===== config.mk =====
export PLATFORM = sky130hd
export DESIGN_NAME = adc_scan_seq
export DESIGN_NICKNAME = d
export VERILOG_FILES = /design/src/rtl/adc_scan_pkg.sv /design/src/rtl/adc_scan_pick.sv /design/src/rtl/adc_scan_regs.sv /design/src/rtl/adc_scan_ctrl.sv /design/src/rtl/adc_scan_seq.sv
export SDC_FILE = /design/constraint.sdc
export NUM_CORES = 1
export LEC_CHECK = 0
export ABC_AREA = 0
export BUFFER_PORTS_ARGS = -buffer_cell sky130_fd_sc_hd__buf_2
export CAP_MARGIN = 20
export CORE_ASPECT_RATIO = 0.75
export CORE_MARGIN = 4
export CORE_UTILIZATION = 44
export DETAILED_ROUTE_END_ITERATION = 7
export GPL_ROUTABILITY_DRIVEN = 0
export HOLD_SLACK_MARGIN = 0.03
export PLACE_DENSITY_LB_ADDON = 0.12
export SETUP_SLACK_MARGIN = 0.2
export SYNTH_ARGS = -nofsm -noshare
export SYNTH_HDL_FRONTEND = slang
export SYNTH_SLANG_ARGS = --single-unit

===== constraint.sdc =====
create_clock -name clk -period 4.3 [get_ports clk]
set_input_delay 0.86 -clock clk [delete_from_list [all_inputs] [get_ports clk]]
set_output_delay 0.86 -clock clk [all_outputs]
set_load 0.05 [all_outputs]

===== src/rtl/adc_scan_pkg.sv =====
// Shared constants and types for the ADC scan sequencer.
// Assumes byte addressing with 32-bit registers on word boundaries.
package adc_scan_pkg;
    localparam int OFF_CTRL   = 'h00;
    localparam int OFF_DELAY  = 'h04;
    localparam int OFF_STATUS = 'h08;
    localparam int OFF_SMASK  = 'h0C;
    localparam int OFF_RMASK  = 'h10;
    localparam int OFF_RES0   = 'h14;
    localparam int OFF_CFG    = 'h7C;
    localparam int OFF_REFSEL = 'h80;
    localparam int OFF_REFCTL = 'h84;
    localparam int OFF_CNV    = 'h88;

    localparam int BIT_ACT   = 0;
    localparam int BIT_SGL   = 1;
    localparam int BIT_REP   = 2;
    localparam int BIT_PWR   = 3;
    localparam int BIT_SRST  = 4;
    localparam int BIT_RDONE = 6;
    localparam int BIT_SDONE = 7;

    typedef enum logic [1:0] {
        ST_IDLE,
        ST_SCAN,
        ST_WAIT,
        ST_GAP
    } seq_state_t;
endpackage


===== src/rtl/adc_scan_pick.sv =====
// Lowest-set-bit finder: reports whether any request is set and the index
// of the lowest one. Pure combinational; no assumptions on the input.
module adc_scan_pick #(
    parameter int NUM_CH = 8,
    parameter int CH_W   = 3
) (
    input  logic [NUM_CH-1:0] req,
    output logic              any,
    output logic [CH_W-1:0]   idx
);
    // Scan from the top down so the lowest set bit is the last one kept.
    always_comb begin
        any = |req;
        idx = '0;
        for (int i = NUM_CH - 1; i >= 0; i--) begin
            if (req[i]) idx = CH_W'(i);
        end
    end
endmodule


===== src/rtl/adc_scan_regs.sv =====
// Register file of the scan sequencer: control, masks, delay, status,
// per-channel results and converter settings. Takes completion events from
// the sweep controller. Assumes single-cycle writes; reads are combinational.
module adc_scan_regs
    import adc_scan_pkg::*;
#(
    parameter int NUM_CH   = 8,
    parameter int CH_W     = 3,
    parameter int RESULT_W = 12,
    parameter int DELAY_W  = 16,
    parameter int ADDR_W   = 8
) (
    input  logic                clk,
    input  logic                rst_n,
    input  logic                reg_we,
    input  logic [ADDR_W-1:0]   reg_addr,
    input  logic [31:0]         reg_wdata,
    output logic [31:0]         reg_rdata,
    input  logic                evt_wr,
    input  logic [CH_W-1:0]     evt_ch,
    input  logic [RESULT_W-1:0] evt_data,
    input  logic                evt_sdone,
    input  logic                evt_rdone,
    output logic                act,
    output logic                start_single,
    output logic                start_repeat,
    output logic [NUM_CH-1:0]   smask,
    output logic [NUM_CH-1:0]   rmask,
    output logic [DELAY_W-1:0]  delay,
    output logic [NUM_CH-1:0]   refsel,
    output logic                res12,
    output logic                diff,
    output logic                srst,
    output logic                irq
);
    logic                pwr_q, sdone_q, rdone_q;
    logic [NUM_CH-1:0]   status_q;
    logic [31:0]         cfg_q, refctl_q;
    logic [1:0]          cnv_q;
    logic [RESULT_W-1:0] result_q [NUM_CH];
    logic                wr_ctrl, wr_status;
    logic [NUM_CH-1:0]   set_vec, clr_vec;

    assign wr_ctrl   = reg_we && (reg_addr == ADDR_W'(OFF_CTRL));
    assign wr_status = reg_we && (reg_addr == ADDR_W'(OFF_STATUS));
    assign srst      = wr_ctrl && reg_wdata[BIT_SRST];
    assign set_vec   = evt_wr ? ({{(NUM_CH-1){1'b0}}, 1'b1} << evt_ch) : '0;
    assign clr_vec   = wr_status ? reg_wdata[NUM_CH-1:0] : '0;
    assign irq       = sdone_q;
    assign res12     = cnv_q[0];
    assign diff      = cnv_q[1];

    // Control bits: stored fields, self-clearing soft reset, sticky done flags.
    always_ff @(posedge clk) begin
        if (!rst_n) begin
            act <= 1'b0; start_single <= 1'b0; start_repeat <= 1'b0;
            pwr_q <= 1'b0; sdone_q <= 1'b0; rdone_q <= 1'b0;
        end else begin
            if (wr_ctrl) begin
                act          <= reg_wdata[BIT_ACT];
                start_single <= reg_wdata[BIT_SGL] & ~reg_wdata[BIT_SRST];
                start_repeat <= reg_wdata[BIT_REP] & ~reg_wdata[BIT_SRST];
                pwr_q        <= reg_wdata[BIT_PWR];
            end
            if (srst)                               sdone_q <= 1'b0;
            else if (evt_sdone)                     sdone_q <= 1'b1;
            else if (wr_ctrl && reg_wdata[BIT_SDONE]) sdone_q <= 1'b0;
            if (srst)                               rdone_q <= 1'b0;
            else if (evt_rdone)                     rdone_q <= 1'b1;
            else if (wr_ctrl && reg_wdata[BIT_RDONE]) rdone_q <= 1'b0;
        end
    end

    // Plain configuration registers written from the bus.
    always_ff @(posedge clk) begin
        if (!rst_n) begin
            delay <= '0; smask <= '0; rmask <= '0; cfg_q <= '0;
            refsel <= '0; refctl_q <= '0; cnv_q <= '0;
        end else if (reg_we) begin
            case (reg_addr)
                ADDR_W'(OFF_DELAY):  delay    <= reg_wdata[DELAY_W-1:0];
                ADDR_W'(OFF_SMASK):  smask    <= reg_wdata[NUM_CH-1:0];
                ADDR_W'(OFF_RMASK):  rmask    <= reg_wdata[NUM_CH-1:0];
                ADDR_W'(OFF_CFG):    cfg_q    <= reg_wdata;
                ADDR_W'(OFF_REFSEL): refsel   <= reg_wdata[NUM_CH-1:0];
                ADDR_W'(OFF_REFCTL): refctl_q <= reg_wdata;
                ADDR_W'(OFF_CNV):    cnv_q    <= reg_wdata[1:0];
                default: ;
            endcase
        end
    end

    // Status: hardware set wins over a simultaneous write-one clear.
    always_ff @(posedge clk) begin
        if (!rst_n || srst) status_q <= '0;
        else                status_q <= (status_q & ~clr_vec) | set_vec;
    end

    // One result register per channel, written on that channel's completion.
    for (genvar g = 0; g < NUM_CH; g++) begin : g_result
        always_ff @(posedge clk) begin
            if (!rst_n || srst)                        result_q[g] <= '0;
            else if (evt_wr && (evt_ch == CH_W'(g)))   result_q[g] <= evt_data;
        end
    end

    // Read multiplexer over all registers.
    always_comb begin
        reg_rdata = '0;
        case (reg_addr)
            ADDR_W'(OFF_CTRL): begin
                reg_rdata[BIT_ACT]   = act;
                reg_rdata[BIT_SGL]   = start_single;
                reg_rdata[BIT_REP]   = start_repeat;
                reg_rdata[BIT_PWR]   = pwr_q;
                reg_rdata[BIT_RDONE] = rdone_q;
                reg_rdata[BIT_SDONE] = sdone_q;
            end
            ADDR_W'(OFF_DELAY):  reg_rdata[DELAY_W-1:0] = delay;
            ADDR_W'(OFF_STATUS): reg_rdata[NUM_CH-1:0]  = status_q;
            ADDR_W'(OFF_SMASK):  reg_rdata[NUM_CH-1:0]  = smask;
            ADDR_W'(OFF_RMASK):  reg_rdata[NUM_CH-1:0]  = rmask;
            ADDR_W'(OFF_CFG):    reg_rdata              = cfg_q;
            ADDR_W'(OFF_REFSEL): reg_rdata[NUM_CH-1:0]  = refsel;
            ADDR_W'(OFF_REFCTL): reg_rdata              = refctl_q;
            ADDR_W'(OFF_CNV):    reg_rdata[1:0]         = cnv_q;
            default: begin
                for (int i = 0; i < NUM_CH; i++) begin
                    if (reg_addr == ADDR_W'(OFF_RES0 + 4 * i))
                        reg_rdata[RESULT_W-1:0] = result_q[i];
                end
            end
        endcase
    end

    // the interrupt drops only on a done clear or a soft reset.
    assert_irq_hold_R8: assert property (@(posedge clk) disable iff (!rst_n)
        (irq && !srst && !(wr_ctrl && reg_wdata[BIT_SDONE])) |=> irq);

    // a stored result always leaves a status bit set.
    assert_status_set_R5: assert property (@(posedge clk) disable iff (!rst_n)
        (evt_wr && !srst) |=> (status_q != '0));

    // soft reset empties status and both done flags.
    assert_srst_clears_R12: assert property (@(posedge clk) disable iff (!rst_n)
        srst |=> (status_q == '0 && !sdone_q && !rdone_q));
endmodule


===== src/rtl/adc_scan_ctrl.sv =====
// Sweep controller: walks the latched mask from the lowest channel up,
// issues one converter request per channel, waits for its done pulse,
// and inserts the programmed gap between repeat sweeps.
// Assumes the converter returns exactly one done pulse per start pulse.
module adc_scan_ctrl
    import adc_scan_pkg::*;
#(
    parameter int NUM_CH   = 8,
    parameter int CH_W     = 3,
    parameter int RESULT_W = 12,
    parameter int DELAY_W  = 16
) (
    input  logic                clk,
    input  logic                rst_n,
    input  logic                srst,
    input  logic                act,
    input  logic                start_single,
    input  logic                start_repeat,
    input  logic [NUM_CH-1:0]   smask,
    input  logic [NUM_CH-1:0]   rmask,
    input  logic [DELAY_W-1:0]  delay,
    input  logic                cnv_done,
    input  logic [RESULT_W-1:0] cnv_result,
    output logic                cnv_start,
    output logic [CH_W-1:0]     cnv_chan,
    output logic                evt_wr,
    output logic [CH_W-1:0]     evt_ch,
    output logic [RESULT_W-1:0] evt_data,
    output logic                evt_sdone,
    output logic                evt_rdone
);
    seq_state_t         state;
    logic [NUM_CH-1:0]  pending;
    logic               mode_rep, single_prev, in_sweep;
    logic [CH_W-1:0]    cur_ch, last_ch;
    logic [DELAY_W-1:0] gap_cnt;
    logic               pend_any;
    logic [CH_W-1:0]    pick_idx;

    adc_scan_pick #(.NUM_CH(NUM_CH), .CH_W(CH_W)) u_pick (
        .req (pending),
        .any (pend_any),
        .idx (pick_idx)
    );

    assign cnv_chan  = cur_ch;
    assign evt_wr    = (state == ST_WAIT) && cnv_done;
    assign evt_ch    = cur_ch;
    assign evt_data  = cnv_result;
    assign evt_sdone = (state == ST_SCAN) && !pend_any && !mode_rep;
    assign evt_rdone = (state == ST_SCAN) && !pend_any && mode_rep;

    // Sweep state machine with start-edge detection and gap counting.
    always_ff @(posedge clk) begin
        if (!rst_n || srst) begin
            state <= ST_IDLE; pending <= '0; mode_rep <= 1'b0;
            single_prev <= 1'b0; in_sweep <= 1'b0; cur_ch <= '0;
            last_ch <= '0; gap_cnt <= '0; cnv_start <= 1'b0;
        end else begin
            cnv_start   <= 1'b0;
            single_prev <= start_single;
            case (state)
                ST_IDLE: begin
                    in_sweep <= 1'b0;
                    if (act && start_single && !single_prev) begin
                        pending <= smask; mode_rep <= 1'b0; state <= ST_SCAN;
                    end else if (act && start_repeat) begin
                        pending <= rmask; mode_rep <= 1'b1; state <= ST_SCAN;
                    end
                end
                ST_SCAN: begin
                    if (pend_any) begin
                        cur_ch    <= pick_idx;
                        last_ch   <= pick_idx;
                        in_sweep  <= 1'b1;
                        pending   <= pending & ~({{(NUM_CH-1){1'b0}}, 1'b1} << pick_idx);
                        cnv_start <= 1'b1;
                        state     <= ST_WAIT;
                    end else if (mode_rep && act && start_repeat) begin
                        gap_cnt  <= delay;
                        in_sweep <= 1'b0;
                        state    <= ST_GAP;
                    end else begin
                        state <= ST_IDLE;
                    end
                end
                ST_WAIT: begin
                    if (cnv_done) state <= ST_SCAN;
                end
                ST_GAP: begin
                    if (!(act && start_repeat)) begin
                        state <= ST_IDLE;
                    end else if (gap_cnt == '0) begin
                        pending <= rmask; state <= ST_SCAN;
                    end else begin
                        gap_cnt <= gap_cnt - 1'b1;
                    end
                end
                default: state <= ST_IDLE;
            endcase
        end
    end

    // a conversion request lasts one cycle.
    assert_start_pulse_R2: assert property (@(posedge clk) disable iff (!rst_n)
        cnv_start |=> !cnv_start);

    // within a sweep each new channel is above the previous one.
    assert_ascending_R3: assert property (@(posedge clk) disable iff (!rst_n)
        (state == ST_SCAN && pend_any && in_sweep) |-> (pick_idx > last_ch));
endmodule


===== src/rtl/adc_scan_seq.sv =====
// Top of the ADC scan sequencer: register file plus sweep controller,
// with the active channel's reference choice and the shared converter
// settings forwarded to the external converter.
module adc_scan_seq #(
    parameter int NUM_CH   = 8,
    parameter int RESULT_W = 12,
    parameter int DELAY_W  = 16,
    parameter int ADDR_W   = 8,
    localparam int CH_W    = $clog2(NUM_CH)
) (
    input  logic                clk,
    input  logic                rst_n,
    input  logic                reg_we,
    input  logic [ADDR_W-1:0]   reg_addr,
    input  logic [31:0]         reg_wdata,
    output logic [31:0]         reg_rdata,
    output logic                cnv_start,
    output logic [CH_W-1:0]     cnv_chan,
    output logic                cnv_ext_ref,
    output logic                cnv_res12,
    output logic                cnv_diff,
    input  logic                cnv_done,
    input  logic [RESULT_W-1:0] cnv_result,
    output logic                irq
);
    logic                act, start_single, start_repeat, srst;
    logic [NUM_CH-1:0]   smask, rmask, refsel;
    logic [DELAY_W-1:0]  delay;
    logic                evt_wr, evt_sdone, evt_rdone;
    logic [CH_W-1:0]     evt_ch;
    logic [RESULT_W-1:0] evt_data;

    adc_scan_regs #(
        .NUM_CH(NUM_CH), .CH_W(CH_W), .RESULT_W(RESULT_W),
        .DELAY_W(DELAY_W), .ADDR_W(ADDR_W)
    ) u_regs (
        .clk, .rst_n, .reg_we, .reg_addr, .reg_wdata, .reg_rdata,
        .evt_wr, .evt_ch, .evt_data, .evt_sdone, .evt_rdone,
        .act, .start_single, .start_repeat, .smask, .rmask, .delay,
        .refsel, .res12(cnv_res12), .diff(cnv_diff), .srst, .irq
    );

    adc_scan_ctrl #(
        .NUM_CH(NUM_CH), .CH_W(CH_W), .RESULT_W(RESULT_W), .DELAY_W(DELAY_W)
    ) u_ctrl (
        .clk, .rst_n, .srst, .act, .start_single, .start_repeat,
        .smask, .rmask, .delay, .cnv_done, .cnv_result,
        .cnv_start, .cnv_chan, .evt_wr, .evt_ch, .evt_data,
        .evt_sdone, .evt_rdone
    );

    // Reference choice of the channel currently being converted.
    assign cnv_ext_ref = refsel[cnv_chan];
endmodule


## Word-level counts from Yosys, hierarchy flattened

Memory sizes are Yosys's and may differ from the RTL's.
Index checks and enable logic that the tools add are counted.

| storage, ports and cells | value |
|---|---|
| bits in writable memories | 96 |
| memories kept | 1 |
| output and inout bits | 40 |
| bits in registers | 152 |
| bits of input ports | 56 |
| word-level logic and storage cells | 219 |
| bits in read-only memories | 0 |
| bits in latches | 0 |

| cells by class | value |
|---|---|
| add/subtract/negate cells | 1 |
| muxes and demuxes | 87 |
| magnitude comparators | 1 |
| reduce and logical (&&, ||, !) cells | 53 |
| shift operators | 2 |
| divide/modulo/power cells | 0 |
| multiply operators | 0 |
| bitwise gates (word level) | 18 |
| eq/ne operators | 35 |

Memory list:

| name | depth | width | rd ports | clocked after memory_dff | wr ports | RTL line | text |
|---|---|---|---|---|---|---|---|
| u_regs.result_q | 8 | 12 | 8 | 0 | 8 | adc_scan_regs.sv:40 | `logic [RESULT_W-1:0] result_q [NUM_CH];` |

Operators with widths:

| cell | number |
|---|---|
| $mux W12 | 16 |
| $mux W16 | 4 |
| $pmux W16 S2 | 2 |
| $mux W8 | 7 |
| $pmux W2 S9 | 3 |
| $eq A8 B6 Y1 const B | 5 |
| $mux W1 | 34 |
| $eq A8 B5 Y1 const B | 4 |
| $eq A8 B8 Y1 const B | 3 |
| $mux W3 | 8 |
| $pmux W8 S3 | 1 |
| $logic_and A1 B1 Y1 | 22 |
| $reduce_and A2 Y1 | 9 |
| $and A8 B8 Y8 | 2 |
| $eq A8 B4 Y1 const B | 2 |
| $logic_not A16 Y1 | 1 |
| $not A8 Y8 | 2 |
| $pmux W2 S8 | 1 |
| $pmux W4 S4 | 1 |
| $shl A1 B3 Y8 const A | 2 |
| $sub A16 B1 Y16 const B | 1 |
| $mux W2 | 7 |
| $eq A3 B3 Y1 const B | 4 |
| $pmux W4 S3 | 1 |
| 29 further kinds | 55 |

## Depth between registers and ports, before layout

| logic depth | value |
|---|---|
| depth after elaboration | 13 |
| mapped depth | 9 |
| depth with buffers taken out | 7 |

## Hierarchy

From an unflattened synthesis, not the netlist that was laid out.

| unflattened totals | value |
|---|---|
| cell total of the unflattened synthesis | 1308 |
| area total of the unflattened synthesis | 12024.0 um2 |

Modules (own cells, without submodules):

| module | area an instance (um2) | times used | seq. area each (um2) | cells an instance |
|---|---|---|---|---|
| adc_scan_regs | 9679.3 | 1 | 5285.1 | 991 |
| adc_scan_ctrl | 2199.6 | 1 | 640.6 | 301 |
| adc_scan_pick | 81.3 | 1 | 0.0 | 13 |
| adc_scan_seq | 63.8 | 1 | 0.0 | 3 |

## Worst setup path after synthesis

No wires, ideal clock.

| path | value |
|---|---|
| path type | input to output |
| from | input reg_addr[2] |
| to | output reg_rdata[7] |
| buffers on the path | 3 |
| slack | -0.337 ns |
| stages on the path | 6 |
| arrival | 3.777 ns |
| data required time | 3.440 ns |
| cell sequence | clkbuf_1 -> clkbuf_1 -> clkbuf_1 -> mux2_2 -> a22oi_1 -> o311ai_0 |

| between the ends | value |
|---|---|
| cells in the longest elaborated chain, start to end | 10 |
| elaborated cells on any way between the ends | 26 |
| those cells by class | 16 x eq/ne; 9 x mux; 1 x reduce/logical |

RTL lines:

| what | RTL line | text |
|---|---|---|
| start, declared | adc_scan_seq.sv:14 | `input logic [ADDR_W-1:0] reg_addr,` |
| $eq A8 B5 Y1 | adc_scan_regs.sv:129 | `if (reg_addr == ADDR_W'(OFF_RES0 + 4 * i))` |
| $mux W12 (8 in a row) | adc_scan_regs.sv:129 |  |
| $pmux W2 S9 (*) | adc_scan_regs.sv:110 | `case (reg_addr)` |
| end, declared | adc_scan_seq.sv:16 | `output logic [31:0] reg_rdata,` |

Every way passes the cells marked *; elsewhere a longest branch is shown, timed or not.

## Final worst setup path

| path | value |
|---|---|
| from | input reg_addr[6] |
| to | output reg_rdata[0] |

Same word-level chain as after synthesis.

==> summary.txt <==
=================================================================================
CTS Hold Buffers Added                                                          0
Worst slack, placed                                                     0.5681 ns
Die Wd                                                                   197.7 µm
Warnings, synthesis                                                             0
Area growth from synthesis to final layout                                 15.23%
Total clock buffers created by CTS                                             26
Worst reg-to-reg setup slack                                              1.26 ns
Antenna fix cells                                                               0
Fin nets                                                                     1415
Required time at the endpoint of the critical path                        3.44 ns
CP max FO                                                                      13
Number of design rule violations left after detail routing                      0
Maximum clock insertion buffer count                                            3
Initial antenna violation count                                                 1
Num rows                                                                       51
Largest net degree at the start of global routing                             103
Number of register bits inferred by synthesis                                 248
Netlist area before placement                                           11870 µm²
Clock tree from TritonCTS                                                    done
Min-Delay Path Class                                                   reg -> reg
Y dimension of the die                                                   150.3 µm
Htree depth                                                                     1
Via count of the first global-routing pass                                   9515
Worst R2R Start                                                      u_ctrl.gap_cnt[0]
Clock slew at reported path FFs                                           0.06 ns
Sequential area share after synthesis                                      49.91%
Initial core utilization                                                   45.16%
Total Negative Setup Slacks                                                  0 ns
Element type at the critical path start                                input port
Post-synthesis net count                                                     1340
Remaining antenna violation count                                               0
Iteration count of the initial detailed-routing pass                            5
Number of instances resized during post-cts repair                              0
Status                                                               finished clean
Normalized max-slew margin                                                 34.12%
Data arrival time of the critical path                                    2.93 ns
Final clock skew                                                      0.009629 ns
1st-iter DRT viols                                                           1175
Setup violation total in the final timing report                                0
Setup repair bufs after CTS                                                     0
Core box area                                                           26290 µm²
Final Max Tran Viols                                                            0
Power per unit of standard cell area                                 361.8 nW/µm²
Wire length of the first global-routing pass                             58650 µm
Die Footprint                                                           29710 µm²
Hold Startpoint                                                      u_regs.refctl_q[28]
Async SR Flop Fraction                                                         0%
Post-layout minimum cycle time                                           3.788 ns
Library cells used by synthesis                                                69
Per-instance average area after synthesis                               9.255 µm²
Total of fill cells in the finished design                                   2488
Count of maximum capacitance violations                                         0
Layout cell share with drive strength beyond 1                             15.47%
Clock root buffer                                                       clkbuf_16
Post-detailed-route wirelength per cell                                  22.20 µm
Source-to-sink clock delay at the later pin of the worst-skew pair        0.53 ns
IR Drop Worst-Case VDD                                                  0.2615 mV
Remaining global-route overflow                                                 0
Syn Inst Count                                                               1283
Nature of the critical path endpoint                                   output pin
Transition at the pin with the smallest max-transition slack            0.9846 ns
Final WS setup                                                          0.5123 ns
Crit Path Category                                                      in -> out
Tot GR Track Use                                                           25.30%
Post-Route WL                                                            38200 µm
Crit. Startpoint                                                      reg_addr[6]
Dominant register cell in the synthesized netlist                         dfxtp_1
I/O pin count                                                                  96
Share of the clock period used by the worst path after layout              88.09%
Static Leak                                                              5.044 nW
Unrepaired setup endpoints after global routing                                no
Number of input and output port buffers inserted                               95
Max frequency                                                           264.0 MHz
Total number of vias                                                        10150
Number of synthesized flops with an enable pin                                 96
Total number of clock tree sinks                                              248
Final count of hold timing violations                                           0
Detailed-placement wirelength estimate                                   27150 µm
Via count normalized by instance count                                      5.895
=================================================================================
-- routing by layer --
metal | routed length [µm] | GRT usage [%] | vias up
li1 | - | - | 4752
met1 | 18440 | 40.90 | 4898
met2 | 15580 | 35.27 | 454
met3 | 3611 | 4.810 | 41
met4 | 576 | 4.095 | 0
met5 | 0 | 0 | -
-- cell usage in the layout, fill, tap and decap left out, types with 9 or more instances in the layout --
master / n
o21ai_0: 52
and3_1: 11
inv_1: 14
buf_2: 95
a22oi_1: 25
o211ai_1: 9
dfxtp_1: 152
nor2b_1: 25
a222oi_1: 11
edfxtp_1: 96
nor2_1: 56
or4_1: 9
nor3_1: 11
a32o_1: 11
clkbuf_16: 27
a21oi_1: 50
buf_4: 47
mux2i_1: 22
nand3_1: 20
nor4_1: 11
and2_1: 103
a21boi_0: 90
nand2_1: 252
a22o_1: 20
-- layout make-up --
class                           instances  area [µm²]  share of cell area [%]
Multi-Input combinational cell        924        5565                   40.68
Inverter                               14       52.55                  0.3841
Tap cell                              344       430.4                   3.146
Sequential cell                       248        5926                   43.31
Clock buffer                           37       734.5                   5.368
Timing Repair Buffer                  144       875.8                   6.401
Clock inverter                         10       97.59                  0.7133
-- report_power, final --
| group | internal, W | total (W) | switching, W |
|---|---|---|---|
| clock | 0.00130 | 0.00223 | 0.000928 |
| combinational | 0.0000764 | 0.000240 | 0.000163 |
| sequential | 0.00247 | 0.00248 | 0.0000137 |
| total | 0.00385 | 0.00495 | 0.00110 |
-- stage by stage --
| stage | instance area (µm²) | hold WS [ns] | instances | total power [W] | util, % |
|---|---|---|---|---|---|
| after floorplan | 11870 | 0.4394 | 1283 | 0.002641 | - |
| final | 13680 | 0.4672 | 1721 | 0.004951 | 52.04 |
| after CTS | 13650 | 0.4686 | 1720 | 0.004983 | 51.94 |
| after global routing | 13680 | 0.4917 | 1721 | 0.005107 | 52.04 |
| after detailed placement | 12820 | 0.4600 | 1673 | 0.002767 | 48.77 |
| after global placement | 12820 | 0.4521 | 1673 | 0.002767 | 48.77 |
-- critical path: stages --
cell	delay (ns)
buf_2	0.18
or3_1	0.43
nor3_1	0.48
a22oi_1	0.21
o221a_2	0.31
nand3_1	0.15
buf_2	0.30
-- cell families after synthesis --
family          Yosys count  synth area share (%)
flops                   248                 49.91
mux                      29                 2.803
buf+inv                 111                 3.551
simple gates            542                 22.50
compound gates          352                 21.14
fa+ha+maj                 1                0.1054
-- Yosys cell counts (22+ instances only) --
cell type / instances / area, µm²
a21boi_0: 90 / 675.7
o21ai_0: 58 / 290.3
and2_1: 103 / 644.4
edfxtp_1: 96 / 2883
clkbuf_1: 88 / 330.3
nor2_1: 56 / 210.2
nand2_1: 252 / 945.9
nor2b_1: 25 / 156.4
dfxtp_1: 152 / 3043
a21oi_1: 50 / 250.2
a22oi_1: 25 / 187.7
mux2i_1: 22 / 220.2
-- flip-flops by register name, summed over array words and instances (netlist names), 3 cells and up --
signal	count
u_regs.result_q	96
u_regs.refctl_q	32
u_ctrl.pending	8
u_ctrl.gap_cnt	16
u_regs.rmask	8
u_ctrl.cnv_chan	3
u_regs.cfg_q	32
u_regs.delay	16
u_regs.smask	8
u_regs.refsel	8
u_regs.status_q	8
-- path summary, 6_finish.rpt --
path / endpoint / cells past startpoint
worst max-delay path: reg_rdata[0] / 7
worst min-delay path: u_regs.refctl_q[28] / 2
worst max register to register: u_ctrl.pending[1] / 7
worst min register to register: u_regs.refctl_q[28] / 2
Power figures use the tool's default switching activity.
